<file path="src/rtl/spisram_pkg.sv">
`timescale 1ns/1ps
package spisram_pkg;

  typedef enum logic [1:0] {
    AM_BYTE = 2'b00,
    AM_SEQ  = 2'b01,
    AM_PAGE = 2'b10
  } addr_mode_t;

  typedef enum logic [2:0] {
    S_IDLE,
    S_CMD,
    S_ADDR,
    S_RDATA,
    S_WDATA,
    S_MODE,
    S_HALT
  } sp_state_t;

  localparam logic [7:0] OP_MODE_WR = 8'h01;
  localparam logic [7:0] OP_WRITE   = 8'h02;
  localparam logic [7:0] OP_READ    = 8'h03;

  // reserved code 11 falls back to single-byte
  function automatic addr_mode_t mode_decode(input logic [1:0] f);
    case (f)
      2'b01:   return AM_SEQ;
      2'b10:   return AM_PAGE;
      default: return AM_BYTE;
    endcase
  endfunction

endpackage

</file>
<file path="src/rtl/spisram_sync.sv">
`timescale 1ns/1ps
module spisram_sync #(
  parameter int               WIDTH   = 3,
  parameter int               STAGES  = 2,
  parameter logic [WIDTH-1:0] RST_VAL = '0
) (
  input  logic             clk,
  input  logic             rst_n,
  input  logic [WIDTH-1:0] d,
  output logic [WIDTH-1:0] q
);

  logic [WIDTH-1:0] stg [STAGES];

  always_ff @(posedge clk or negedge rst_n) begin
    if (!rst_n) begin
      for (int s = 0; s < STAGES; s++) stg[s] <= RST_VAL;
    end else begin
      stg[0] <= d;
      for (int s = 1; s < STAGES; s++) stg[s] <= stg[s-1];
    end
  end

  assign q = stg[STAGES-1];

endmodule

</file>
<file path="src/rtl/spisram_addr_ptr.sv">
`timescale 1ns/1ps
module spisram_addr_ptr
  import spisram_pkg::*;
#(
  parameter int ADDR_W = 16,
  parameter int PAGE_W = 5
) (
  input  logic              clk,
  input  logic              rst_n,
  input  logic              load,
  input  logic [ADDR_W-1:0] load_val,
  input  logic              adv,
  input  addr_mode_t        mode,
  output logic [ADDR_W-1:0] ptr,
  output logic [ADDR_W-1:0] ptr_nxt
);

  logic [ADDR_W-1:0] page_nxt;
  logic [ADDR_W-1:0] flat_nxt;

  assign flat_nxt = ptr + ADDR_W'(1);

  generate
    if (PAGE_W > 0 && PAGE_W < ADDR_W) begin : g_paged
      always_comb page_nxt = {ptr[ADDR_W-1:PAGE_W], ptr[PAGE_W-1:0] + PAGE_W'(1)};


      page_stay_chk: assert property (@(posedge clk) disable iff (!rst_n)
        (adv && !load && mode == AM_PAGE) |=>
          (ptr[ADDR_W-1:PAGE_W] == $past(ptr[ADDR_W-1:PAGE_W])))
        else $error("page mode pointer left its page");
    end else begin : g_flat
      always_comb page_nxt = flat_nxt;
    end
  endgenerate

  always_comb ptr_nxt = (mode == AM_PAGE) ? page_nxt : flat_nxt;

  always_ff @(posedge clk or negedge rst_n) begin
    if (!rst_n)    ptr <= '0;
    else if (load) ptr <= load_val;
    else if (adv)  ptr <= ptr_nxt;
  end


  seq_roll_chk: assert property (@(posedge clk) disable iff (!rst_n)
    (adv && !load && mode == AM_SEQ && ptr == '1) |=> (ptr == '0))
    else $error("streaming pointer did not roll over");

endmodule

</file>
<file path="src/rtl/spisram_mem_port.sv">
`timescale 1ns/1ps
module spisram_mem_port #(
  parameter int ADDR_W = 16,
  parameter int DATA_W = 8
) (
  input  logic              clk,
  input  logic              rst_n,
  input  logic              iss,
  input  logic              iss_we,
  input  logic [ADDR_W-1:0] iss_addr,
  input  logic [DATA_W-1:0] iss_data,
  output logic              mem_req_valid,
  input  logic              mem_req_ready,
  output logic              mem_req_we,
  output logic [ADDR_W-1:0] mem_req_addr,
  output logic [DATA_W-1:0] mem_req_wdata
);

  always_ff @(posedge clk or negedge rst_n) begin
    if (!rst_n) begin
      mem_req_valid <= 1'b0;
      mem_req_we    <= 1'b0;
      mem_req_addr  <= '0;
      mem_req_wdata <= '0;
    end else if (iss) begin
      mem_req_valid <= 1'b1;
      mem_req_we    <= iss_we;
      mem_req_addr  <= iss_addr;
      mem_req_wdata <= iss_data;
    end else if (mem_req_ready) begin
      mem_req_valid <= 1'b0;
    end
  end


  req_hold_chk: assert property (@(posedge clk) disable iff (!rst_n)
    (mem_req_valid && !mem_req_ready) |=>
      (mem_req_valid && $stable(mem_req_addr) && $stable(mem_req_we) && $stable(mem_req_wdata)))
    else $error("array request changed while stalled");


  no_overrun_chk: assert property (@(posedge clk) disable iff (!rst_n)
    iss |-> !(mem_req_valid && !mem_req_ready))
    else $error("new array request while previous one stalled");

endmodule

</file>
<file path="src/rtl/spisram_slave.sv">
`timescale 1ns/1ps
module spisram_slave
  import spisram_pkg::*;
#(
  parameter int ADDR_W      = 16,
  parameter int DATA_W      = 8,
  parameter int PAGE_W      = 5,
  parameter int SYNC_STAGES = 2
) (
  input  logic              clk,
  input  logic              rst_n,
  input  logic              sck,
  input  logic              cs_n,
  input  logic              si,
  output logic              so_d,
  output logic              so_oe,
  output logic              mem_req_valid,
  input  logic              mem_req_ready,
  output logic              mem_req_we,
  output logic [ADDR_W-1:0] mem_req_addr,
  output logic [DATA_W-1:0] mem_req_wdata,
  input  logic              mem_rsp_valid,
  input  logic [DATA_W-1:0] mem_rsp_rdata
);

  localparam int CNT_W = $clog2(ADDR_W);
  localparam int SH_W  = ADDR_W - 1;
  localparam logic [CNT_W-1:0] LAST_BIT  = CNT_W'(DATA_W - 1);
  localparam logic [CNT_W-1:0] LAST_ADDR = CNT_W'(ADDR_W - 1);

  // pin oversampling
  logic [2:0] syn_q;
  logic       sck_s, cs_s, si_s;
  logic       sck_prev, cs_prev;
  logic       sck_rise, sck_fall, cs_fall;

  spisram_sync #(.WIDTH(3), .STAGES(SYNC_STAGES), .RST_VAL(3'b000)) u_sync (
    .clk   (clk),
    .rst_n (rst_n),
    .d     ({sck, cs_n, si}),
    .q     (syn_q)
  );

  assign sck_s    = syn_q[2];
  assign cs_s     = syn_q[1];
  assign si_s     = syn_q[0];
  assign sck_rise = sck_s & ~sck_prev;
  assign sck_fall = ~sck_s & sck_prev;
  assign cs_fall  = cs_prev & ~cs_s;

  // transaction state
  sp_state_t         st;
  logic [CNT_W-1:0]  cnt;
  logic [SH_W-1:0]   sh;
  logic              is_rd;
  logic [DATA_W-1:0] out_sh;
  logic              so_oe_q;
  addr_mode_t        mode_q;
  logic [DATA_W-1:0] rd_buf;
  logic              rdv;

  logic [ADDR_W-1:0] addr_in;
  logic [DATA_W-1:0] byte_in;
  assign addr_in = {sh, si_s};
  assign byte_in = {sh[DATA_W-2:0], si_s};

  // pointer and array request control
  logic              p_load, p_adv;
  logic [ADDR_W-1:0] ptr, ptr_nxt;
  logic              iss, iss_we;
  logic [ADDR_W-1:0] iss_addr;

  always_comb begin
    p_load   = 1'b0;
    p_adv    = 1'b0;
    iss      = 1'b0;
    iss_we   = 1'b0;
    iss_addr = ptr;
    if (!cs_s) begin
      if (sck_rise) begin
        if (st == S_ADDR && cnt == LAST_ADDR) begin
          p_load   = 1'b1;
          iss      = is_rd;
          iss_addr = addr_in;
        end else if (st == S_WDATA && cnt == LAST_BIT) begin
          iss    = 1'b1;
          iss_we = 1'b1;
          p_adv  = 1'b1;
        end
      end else if (sck_fall && st == S_RDATA && cnt == '0 && mode_q != AM_BYTE) begin
        p_adv    = 1'b1;
        iss      = 1'b1;
        iss_addr = ptr_nxt;
      end
    end
  end

  spisram_addr_ptr #(.ADDR_W(ADDR_W), .PAGE_W(PAGE_W)) u_ptr (
    .clk      (clk),
    .rst_n    (rst_n),
    .load     (p_load),
    .load_val (addr_in),
    .adv      (p_adv),
    .mode     (mode_q),
    .ptr      (ptr),
    .ptr_nxt  (ptr_nxt)
  );

  spisram_mem_port #(.ADDR_W(ADDR_W), .DATA_W(DATA_W)) u_mport (
    .clk           (clk),
    .rst_n         (rst_n),
    .iss           (iss),
    .iss_we        (iss_we),
    .iss_addr      (iss_addr),
    .iss_data      (byte_in),
    .mem_req_valid (mem_req_valid),
    .mem_req_ready (mem_req_ready),
    .mem_req_we    (mem_req_we),
    .mem_req_addr  (mem_req_addr),
    .mem_req_wdata (mem_req_wdata)
  );

  always_ff @(posedge clk or negedge rst_n) begin
    if (!rst_n) begin
      sck_prev <= 1'b0;
      cs_prev  <= 1'b0;
      st       <= S_IDLE;
      cnt      <= '0;
      sh       <= '0;
      is_rd    <= 1'b0;
      out_sh   <= '0;
      so_oe_q  <= 1'b0;
      mode_q   <= AM_BYTE;
      rd_buf   <= '0;
      rdv      <= 1'b0;
    end else begin
      sck_prev <= sck_s;
      cs_prev  <= cs_s;
      if (mem_rsp_valid) begin
        rd_buf <= mem_rsp_rdata;
        rdv    <= 1'b1;
      end
      if (cs_s) begin
        st      <= S_IDLE;
        cnt     <= '0;
        so_oe_q <= 1'b0;
      end else if (st == S_IDLE) begin
        if (cs_fall) begin
          st  <= S_CMD;
          cnt <= '0;
        end
      end else if (sck_rise) begin
        sh <= {sh[SH_W-2:0], si_s};
        case (st)
          S_CMD: begin
            if (cnt == LAST_BIT) begin
              cnt <= '0;
              case (byte_in)
                OP_READ:    begin st <= S_ADDR; is_rd <= 1'b1; end
                OP_WRITE:   begin st <= S_ADDR; is_rd <= 1'b0; end
                OP_MODE_WR: st <= S_MODE;
                default:    st <= S_HALT;
              endcase
            end else cnt <= cnt + CNT_W'(1);
          end
          S_ADDR: begin
            if (cnt == LAST_ADDR) begin
              cnt <= '0;
              st  <= is_rd ? S_RDATA : S_WDATA;
            end else cnt <= cnt + CNT_W'(1);
          end
          S_WDATA: begin
            if (cnt == LAST_BIT) begin
              cnt <= '0;
              if (mode_q == AM_BYTE) st <= S_HALT;
            end else cnt <= cnt + CNT_W'(1);
          end
          S_RDATA: begin
            if (cnt == LAST_BIT) begin
              cnt <= '0;
              if (mode_q == AM_BYTE) begin
                st      <= S_HALT;
                so_oe_q <= 1'b0;
              end
            end else cnt <= cnt + CNT_W'(1);
          end
          S_MODE: begin
            if (cnt == LAST_BIT) begin
              mode_q <= mode_decode(byte_in[DATA_W-1 -: 2]);
              st     <= S_HALT;
            end else cnt <= cnt + CNT_W'(1);
          end
          default: ;
        endcase
      end else if (sck_fall && st == S_RDATA) begin
        if (cnt == '0) begin
          out_sh  <= rd_buf;
          rdv     <= 1'b0;
          so_oe_q <= 1'b1;
        end else begin
          out_sh <= {out_sh[DATA_W-2:0], 1'b0};
        end
      end
    end
  end

  assign so_d  = out_sh[DATA_W-1];
  assign so_oe = so_oe_q;


  so_release_chk: assert property (@(posedge clk) disable iff (!rst_n)
    cs_s |=> !so_oe)
    else $error("serial output still driven with chip select high");


  mode_write_only_chk: assert property (@(posedge clk) disable iff (!rst_n)
    !$stable(mode_q) |-> ($past(st) == S_MODE))
    else $error("mode changed outside a mode-set command");


  prefetch_ready_chk: assert property (@(posedge clk) disable iff (!rst_n)
    (!cs_s && sck_fall && st == S_RDATA && cnt == '0) |-> rdv)
    else $error("read byte not fetched before it was due");

endmodule

</file>
<file path="config.mk">
export PLATFORM = sky130hd
export DESIGN_NAME = spisram_slave
export DESIGN_NICKNAME = d
export VERILOG_FILES = /design/src/rtl/spisram_pkg.sv /design/src/rtl/spisram_sync.sv /design/src/rtl/spisram_addr_ptr.sv /design/src/rtl/spisram_mem_port.sv /design/src/rtl/spisram_slave.sv
export SDC_FILE = /design/constraint.sdc
export NUM_CORES = 1
export LEC_CHECK = 0
export BUFFER_PORTS_ARGS = -buffer_cell sky130_fd_sc_hd__buf_2
export CAP_MARGIN = 20
export CORE_MARGIN = 5
export CORE_UTILIZATION = 29
export DETAILED_ROUTE_END_ITERATION = 16
export PLACE_DENSITY_LB_ADDON = 0.08
export SETUP_SLACK_MARGIN = 0.1
export SYNTH_ARGS = -nofsm -noshare
export SYNTH_HDL_FRONTEND = slang
export SYNTH_SLANG_ARGS = --single-unit
</file>
<file path="constraint.sdc">
create_clock -name clk -period 2.5 [get_ports clk]
set_input_delay 0.125 -clock clk [delete_from_list [all_inputs] [get_ports clk]]
set_output_delay 0.125 -clock clk [all_outputs]
set_load 0.02 [all_outputs]
</file>
==> run summary, run 1 <==
STA
----------------------------------------------------------------------------------------------------
Final cycle utilization of the critical path ..........................................         101%
Highest clock frequency the design can meet ...........................................    0.395 GHz
Final worst slack .....................................................................   -0.0301 ns
Endpoints failing setup ...............................................................            5
Rel. slew slack .......................................................................        54.5%
Tmin final ............................................................................      2.53 ns
Final number of max-transition violations .............................................            0
Measured slew at the worst slew-check pin .............................................     0.677 ns
Fin. Hold Viols .......................................................................            0
Sum Neg Setup Slack ...................................................................    -0.145 ns
Largest clock skew in the final design ................................................    0.0117 ns
Setup repair after global routing missed its margin ...................................         true

FINISH
----------------------------------------------------------------------------------------------------
Layout cells sized above 1 ............................................................        34.6%
Number of standard cells in the layout, taps in and fillers out .......................          829
Total Nets Final ......................................................................          618
Commonest non-fill, non-tap cell in the layout ........................................      dfrtp_1
Commonest non-fill, non-tap cells in the layout ....................................... 92 x dfrtp_1, 55 x buf_4, 42 x buf_2
Area overhead of the layout relative to synthesis .....................................        34.7%
Number of antenna repair diodes .......................................................            0
Final cell area excluding filler cells ................................................   6720 sq um

GRT
----------------------------------------------------------------------------------------------------
Pin count of the biggest net entering global routing ..................................           50
Global-route wire length before repair ................................................     24200 um
Antenna violations before repair ......................................................            0
Vias in the first global route ........................................................         4247
Total global routing overflow .........................................................            0
Overall track demand over capacity in global routing ..................................        15.5%

PLACEMENT
----------------------------------------------------------------------------------------------------
Buffers added on ports ................................................................           42
Cells after DPL .......................................................................          775
Half-perimeter wire length of the detailed placement result ...........................     10500 um
Final weighted congestion in routability-driven placement .............................        0.820
Placed instance area ..................................................................   5740 sq um

SETUP PATH
----------------------------------------------------------------------------------------------------
Arrival time of the worst setup path ..................................................      2.77 ns
CP Class .............................................................................. register to register
Data required, critical path ..........................................................      2.74 ns
Kind of end point of the critical path ................................................     register
Startpoint types ......................................................................     register
CP Max Fanout .........................................................................            6

ROUTING
----------------------------------------------------------------------------------------------------
Number of nets with antenna violations after routing ..................................            0
Final Routed Wirelength ...............................................................     15700 um
Met1 Routed Length ....................................................................      7360 um
Post-route DRC violation count ........................................................            0
Number of iterations in the first detailed-routing pass ...............................            5
Max Used Layer ........................................................................         met4
Post-DR vias/cell .....................................................................         5.24
Met3 WL ...............................................................................       621 um
Routed vias ...........................................................................         4347
Met2 WL ...............................................................................      7480 um
1st-iter DRT viols ....................................................................          279
Routed length per instance ............................................................      18.9 um

SYNTH
----------------------------------------------------------------------------------------------------
Synthesized instance count ............................................................          494
Post-synth top area cell ..............................................................      dfrtp_1
Count of unique library cells instantiated by Yosys ...................................           68
Syn. warnings .........................................................................            0
Top FF cell, synth ....................................................................      dfrtp_1
Syn nets ..............................................................................          512
Main area contributors after synthesis ................................................ dfrtp_1 46%, mux2_2 7.0%, o21ai_0 3.9%, nand3_1 3.5%, nand2_1 2.6%
Number of synthesized flops with an enable pin ........................................            0
Post-synthesis sequential area ratio ..................................................        46.2%
Proportion of register bits with asynchronous set or reset after synthesis ............         100%
Netlist area before placement .........................................................   4990 sq um
Yosys reg bits ........................................................................           92
Share of the synthesized area in the top cell type ....................................        46.2%
Average instance area after synthesis .................................................   10.1 sq um

CLOCK TREE
----------------------------------------------------------------------------------------------------
Clock root buffer master ..............................................................    clkbuf_16
Clk sinks .............................................................................           92
Clock-pin slew reported for the worst setup and hold paths after clock tree synthesis .      0.07 ns
Clock insertion delay at the later pin of the skew report .............................      0.36 ns
CTS Buf Count .........................................................................            9
Total number of H-tree levels .........................................................            3
Longest Clk Path Bufs .................................................................            2
Clock tree from TritonCTS .............................................................         done

FLOORPLANNING
----------------------------------------------------------------------------------------------------
Die Outline Area ......................................................................  19900 sq um
Die extent in y .......................................................................       141 um
Horiz. Die Dim ........................................................................       141 um
Std-Cell Rows .........................................................................           48
Initial core utilization ..............................................................        29.2%
Number of primary I/O pins ............................................................           43
Area inside the core boundary .........................................................  17100 sq um

PWR
----------------------------------------------------------------------------------------------------
Worst vdd ir ..........................................................................     0.304 mV
Static leakage ........................................................................   0.00303 uW
Power density normalized to cell area .................................................  607 nW/um^2

RUN
----------------------------------------------------------------------------------------------------
Max-Cap Viols .........................................................................            0

MIN PATH
----------------------------------------------------------------------------------------------------
Worst Hold Class ...................................................................... input pin to register

OUTCOME
----------------------------------------------------------------------------------------------------
Status ................................................................................ finished, violations left
Failing checks ........................................................................ negative setup slack

## cell type report
type                    count  area (sq um)
flip-flops and latches     92          2300
inverters                  13          48.8
repair buffers            129          1080
multi-input cells         355          2670
clock buffers               9           225
well taps                 225           282
clock inverters             6           113
fillers                  1710         10300
## worst paths after layout
check	slack (ns)	endpoint	startpoint	depth (start not counted)
worst max-delay path	-0.03	u_mport.mem_req_wdata[4]	cnt[0]	8
worst min-delay path	0.01	rd_buf[0]	mem_rsp_rdata[0]	2
worst max register to register	-0.03	u_mport.mem_req_wdata[4]	cnt[0]	8
worst min register to register	0.35	u_sync.q[0]	u_sync.stg[3]	0
max in group asynchronous	1.51	sck_prev	rst_n	3
min in group asynchronous	0.30	u_mport.mem_req_addr[0]	rst_n	2
## sequential cells by signal, summed over array words and instances, names as in the netlist, 2 cells and up
name                   count
u_mport.mem_req_addr      16
u_ptr.ptr                 16
sh                        15
out_sh                     8
rd_buf                     8
u_mport.mem_req_wdata      8
cnt                        4
st                         3
u_sync.q                   3
u_sync.stg                 3
mode_q                     2
## per-layer routing
metal	up-vias	GRT usage, %
met5	-	0
met4	0	5.86
met3	17	2.31
met2	101	23.8
met1	2150	22.0
li1	2079	-
## cell usage after synthesis (all sizes together) (11+ instances only)
cell type / number
buf: 11
clkbuf: 25
dfrtp: 92
inv: 13
mux2: 36
nand2: 34
nand3: 35
nor2: 22
nor3: 20
nor4: 12
o21ai: 40
## kinds of logic (layout without fill, tap and decap cells)
| family | Yosys count | count (layout) | synth area share, % |
|---|---|---|---|
| compound gates | 119 | 119 | 17.5 |
| xor+xnor | 2 | 2 | 0.351 |
| fa+ha+maj | 3 | 3 | 0.753 |
| buf+inv | 49 | 157 | 4.14 |
| flops | 92 | 92 | 46.2 |
| mux | 46 | 46 | 10.5 |
| simple gates | 183 | 185 | 20.6 |
## critical path: stages, from the launching register on
cell and delay [ns]:
dfrtp_1 0.37, inv_1 0.06, ha_2 0.16, or3b_4 0.39, or4_4 0.57, a21boi_4 0.33, buf_6 0.15, nor2_4 0.08
mux2_4 0.30
## metrics by stage
step / power (uW) / setup slack, ns / hold WS [ns] / util, %
floorplan: 2160 / -0.0269 / -0.171 / -
finish: 4080 / -0.0301 / 0.0125 / 39.4
CTS: 4120 / 0.0197 / 0.00251 / 36.6
detailed placement: 2470 / -0.149 / 0.171 / 33.7
global route: 4290 / -0.0787 / 0.00591 / 39.4
global placement: 2460 / -0.107 / 0.174 / 33.7
## power breakdown
group / internal, uW / switching, uW
clock: 976 / 606
combinational: 402 / 439
sequential: 1560 / 91.6
total: 2940 / 1140
## what timing repair did
action,in CTS,in global routing
pin swaps,4,22
setup buffers,3,19
cloned,0,6
hold buffers,11,0
endpoints found under the hold margin,53,0
endpoints found under the setup margin,30,39
resized for setup,10,46
No activity file was read; power rests on OpenSTA's default activity.
==> run 2: changes to the inputs <==
--- a/config.mk
+++ b/config.mk
@@ -7,6 +7,8 @@
 export LEC_CHECK = 0
 export BUFFER_PORTS_ARGS = -buffer_cell sky130_fd_sc_hd__buf_2
 export CAP_MARGIN = 20
+export CELL_PAD_IN_SITES_DETAIL_PLACEMENT = 1
+export CELL_PAD_IN_SITES_GLOBAL_PLACEMENT = 1
 export CORE_MARGIN = 5
 export CORE_UTILIZATION = 29
 export DETAILED_ROUTE_END_ITERATION = 16
==> run summary, run 2 (synthesis gave the netlist of run 1 again) <==
OUTCOME
----------------------------------------------------------------------------------------------------
Status ................................................................................    completed

CLOCK TREE
----------------------------------------------------------------------------------------------------
Total number of H-tree levels .........................................................            3
CTS Buf Count .........................................................................            9
Longest Clk Path Bufs .................................................................            2
Clock insertion delay at the later pin of the skew report .............................      0.36 ns
Clock-pin slew reported for the worst setup and hold paths after clock tree synthesis .      0.08 ns
Clock tree from TritonCTS .............................................................         done
Clock root buffer master ..............................................................    clkbuf_16
Clk sinks .............................................................................           92

MIN PATH
----------------------------------------------------------------------------------------------------
Depth of the worst hold-timing path ...................................................            2
Startpoint of the worst hold path ..................................................... mem_rsp_valid
Worst Hold Path EP ....................................................................    rd_buf[1]
Worst Hold Class ...................................................................... input pin to register

SETUP PATH
----------------------------------------------------------------------------------------------------
Kind of end point of the critical path ................................................     register
Worst setup slack for register-to-register paths ......................................      0.08 ns
Worst R2R End ......................................................................... u_mport.mem_req_wdata[4]
Arrival time of the worst setup path ..................................................      2.66 ns
Data required, critical path ..........................................................      2.75 ns
CP Class .............................................................................. register to register
Startpoint of the lowest-slack register-to-register path ..............................       cnt[0]
Startpoint types ......................................................................     register
R2r worst-path depth ..................................................................            8
CP Max Fanout .........................................................................            5

GRT
----------------------------------------------------------------------------------------------------
Overall track demand over capacity in global routing ..................................        17.0%
Global-route wire length before repair ................................................     26500 um
Peak-usage layer in the global routing report .........................................         met2
Global-route track usage on met3 ......................................................        2.37%
Global-route met2 utilization .........................................................        28.6%
Routing usage on met1 .................................................................        22.6%
Vias in the first global route ........................................................         4595
Pin count of the biggest net entering global routing ..................................           61
Total global routing overflow .........................................................            0
Antenna violations before repair ......................................................            0

ROUTING
----------------------------------------------------------------------------------------------------
Post-route DRC violation count ........................................................            0
Routed length per instance ............................................................      20.2 um
Number of nets with antenna violations after routing ..................................            0
Post-DR vias/cell .....................................................................         5.33
Final Routed Wirelength ...............................................................     16800 um
1st-iter DRT viols ....................................................................          314
Number of iterations in the first detailed-routing pass ...............................            4
Routed vias ...........................................................................         4412

FLOORPLANNING
----------------------------------------------------------------------------------------------------
Initial core utilization ..............................................................        29.2%
Die extent in y .......................................................................       141 um
Area inside the core boundary .........................................................  17100 sq um
Std-Cell Rows .........................................................................           48
Die Outline Area ......................................................................  19900 sq um
Number of primary I/O pins ............................................................           43
Horiz. Die Dim ........................................................................       141 um

FINISH
----------------------------------------------------------------------------------------------------
Reg area ..............................................................................   2300 sq um
Layout cells sized above 1 ............................................................        34.5%
Commonest non-fill, non-tap cell in the layout ........................................      dfrtp_1
Total Nets Final ......................................................................          616
Commonest non-fill, non-tap cells in the layout ....................................... 91 x dfrtp_1, 58 x buf_4, 41 x buf_2
Combined area of the multi-input logic cells ..........................................   2650 sq um
Area overhead of the layout relative to synthesis .....................................        32.2%
Total of fill cells in the finished design ............................................         1937
Number of antenna repair diodes .......................................................            0
Biggest registers after layout ........................................................ u_mport.mem_req_addr: 16 flops, u_ptr.ptr: 16 flops, sh: 15 flops

STA
----------------------------------------------------------------------------------------------------
Final cycle utilization of the critical path ..........................................        96.7%
Largest clock skew in the final design ................................................   0.00974 ns
Final Hold Slack ......................................................................     0.166 ns
Fin. Hold Viols .......................................................................            0
Final number of max-transition violations .............................................            0
Sum Neg Setup Slack ...................................................................         0 ns
Tmin final ............................................................................      2.42 ns
Measured slew at the worst slew-check pin .............................................     0.695 ns
Rel. slew slack .......................................................................        53.2%
Setup repair after global routing missed its margin ...................................         true
Highest clock frequency the design can meet ...........................................    0.414 GHz
Endpoints failing setup ...............................................................            0

PWR
----------------------------------------------------------------------------------------------------
Static leakage ........................................................................   0.00295 uW
Power density normalized to cell area .................................................  611 nW/um^2
Total chip power ......................................................................      4030 uW
Worst vdd ir ..........................................................................     0.361 mV

RUN
----------------------------------------------------------------------------------------------------
Max-Cap Viols .........................................................................            0

PLACEMENT
----------------------------------------------------------------------------------------------------
Final weighted congestion in routability-driven placement .............................        0.781
Half-perimeter wire length of the detailed placement result ...........................     11600 um
Buffers added on ports ................................................................           42

-- run 2: cell count changes in the layout (fill, tap and decap cells not counted), moves of 3 or more --
cell	change
o41ai_2	+3
o41ai_4	-3
buf_12	-3
o31ai_1	+3
buf_4	+3
buf_6	-3
-- run 2: stage by stage --
stage,worst slack (ns),util (%),instances,instance area [sq um]
after global placement,-0.0384,33.9,780,5780
after CTS,0.0243,37.1,818,6330
after global routing,0.0123,38.6,828,6590
final,0.0831,38.6,828,6590
after detailed placement,-0.0532,33.9,780,5780
after floorplan,-0.0269,-,494,5010
-- run 2: metal layers --
layer	routed length [um]	share of wire, %
met5	0	0
met4	238	1.4
met3	389	2.3
met2	8450	50
met1	7680	46
-- run 2: area by class of cell --
cell class	instances	area share, %
clock inverter	7	1.31
multi-input combinational	356	40.2
sequential	92	34.9
inverter	13	0.740
tap	225	4.27
clock buffer	9	3.42
timing repair buffer	126	15.1
-- run 2: power by group --
group / switching [uW] / internal [uW]
combinational: 460 / 427
sequential: 99.9 / 1560
clock: 677 / 801
-- run 2: worst max path at each step --
stage / startpoint / end / cells after the start
2_1_floorplan: cnt[0] / u_mport.mem_req_wdata[2] / 9
3_3_place_gp: cnt[0] / u_mport.mem_req_addr[11] / 8
3_5_place_dp: cnt[0] / u_ptr.ptr[5] / 7
4_1_cts: cnt[0] / u_mport.mem_req_addr[4] / 8
5_1_grt: cnt[0] / u_mport.mem_req_wdata[5] / 8
6_report: cnt[0] / u_mport.mem_req_wdata[4] / 8
-- run 2: critical path, stage by stage, from the launching register on --
cell     delay (ns)
dfrtp_1        0.39
inv_1          0.06
ha_2           0.18
or3b_4         0.40
or4_4          0.52
o21ai_4        0.24
buf_12         0.16
nor2_4         0.07
mux2_4         0.30
-- run 2: what timing repair did --
action,CTS,global route
hold buffers,13,0
gates resized for setup,13,32
endpoints found under the hold margin,44,0
pin swaps,9,30
buffers inserted,7,6
setup endpoints to repair,36,43
cloned,2,4
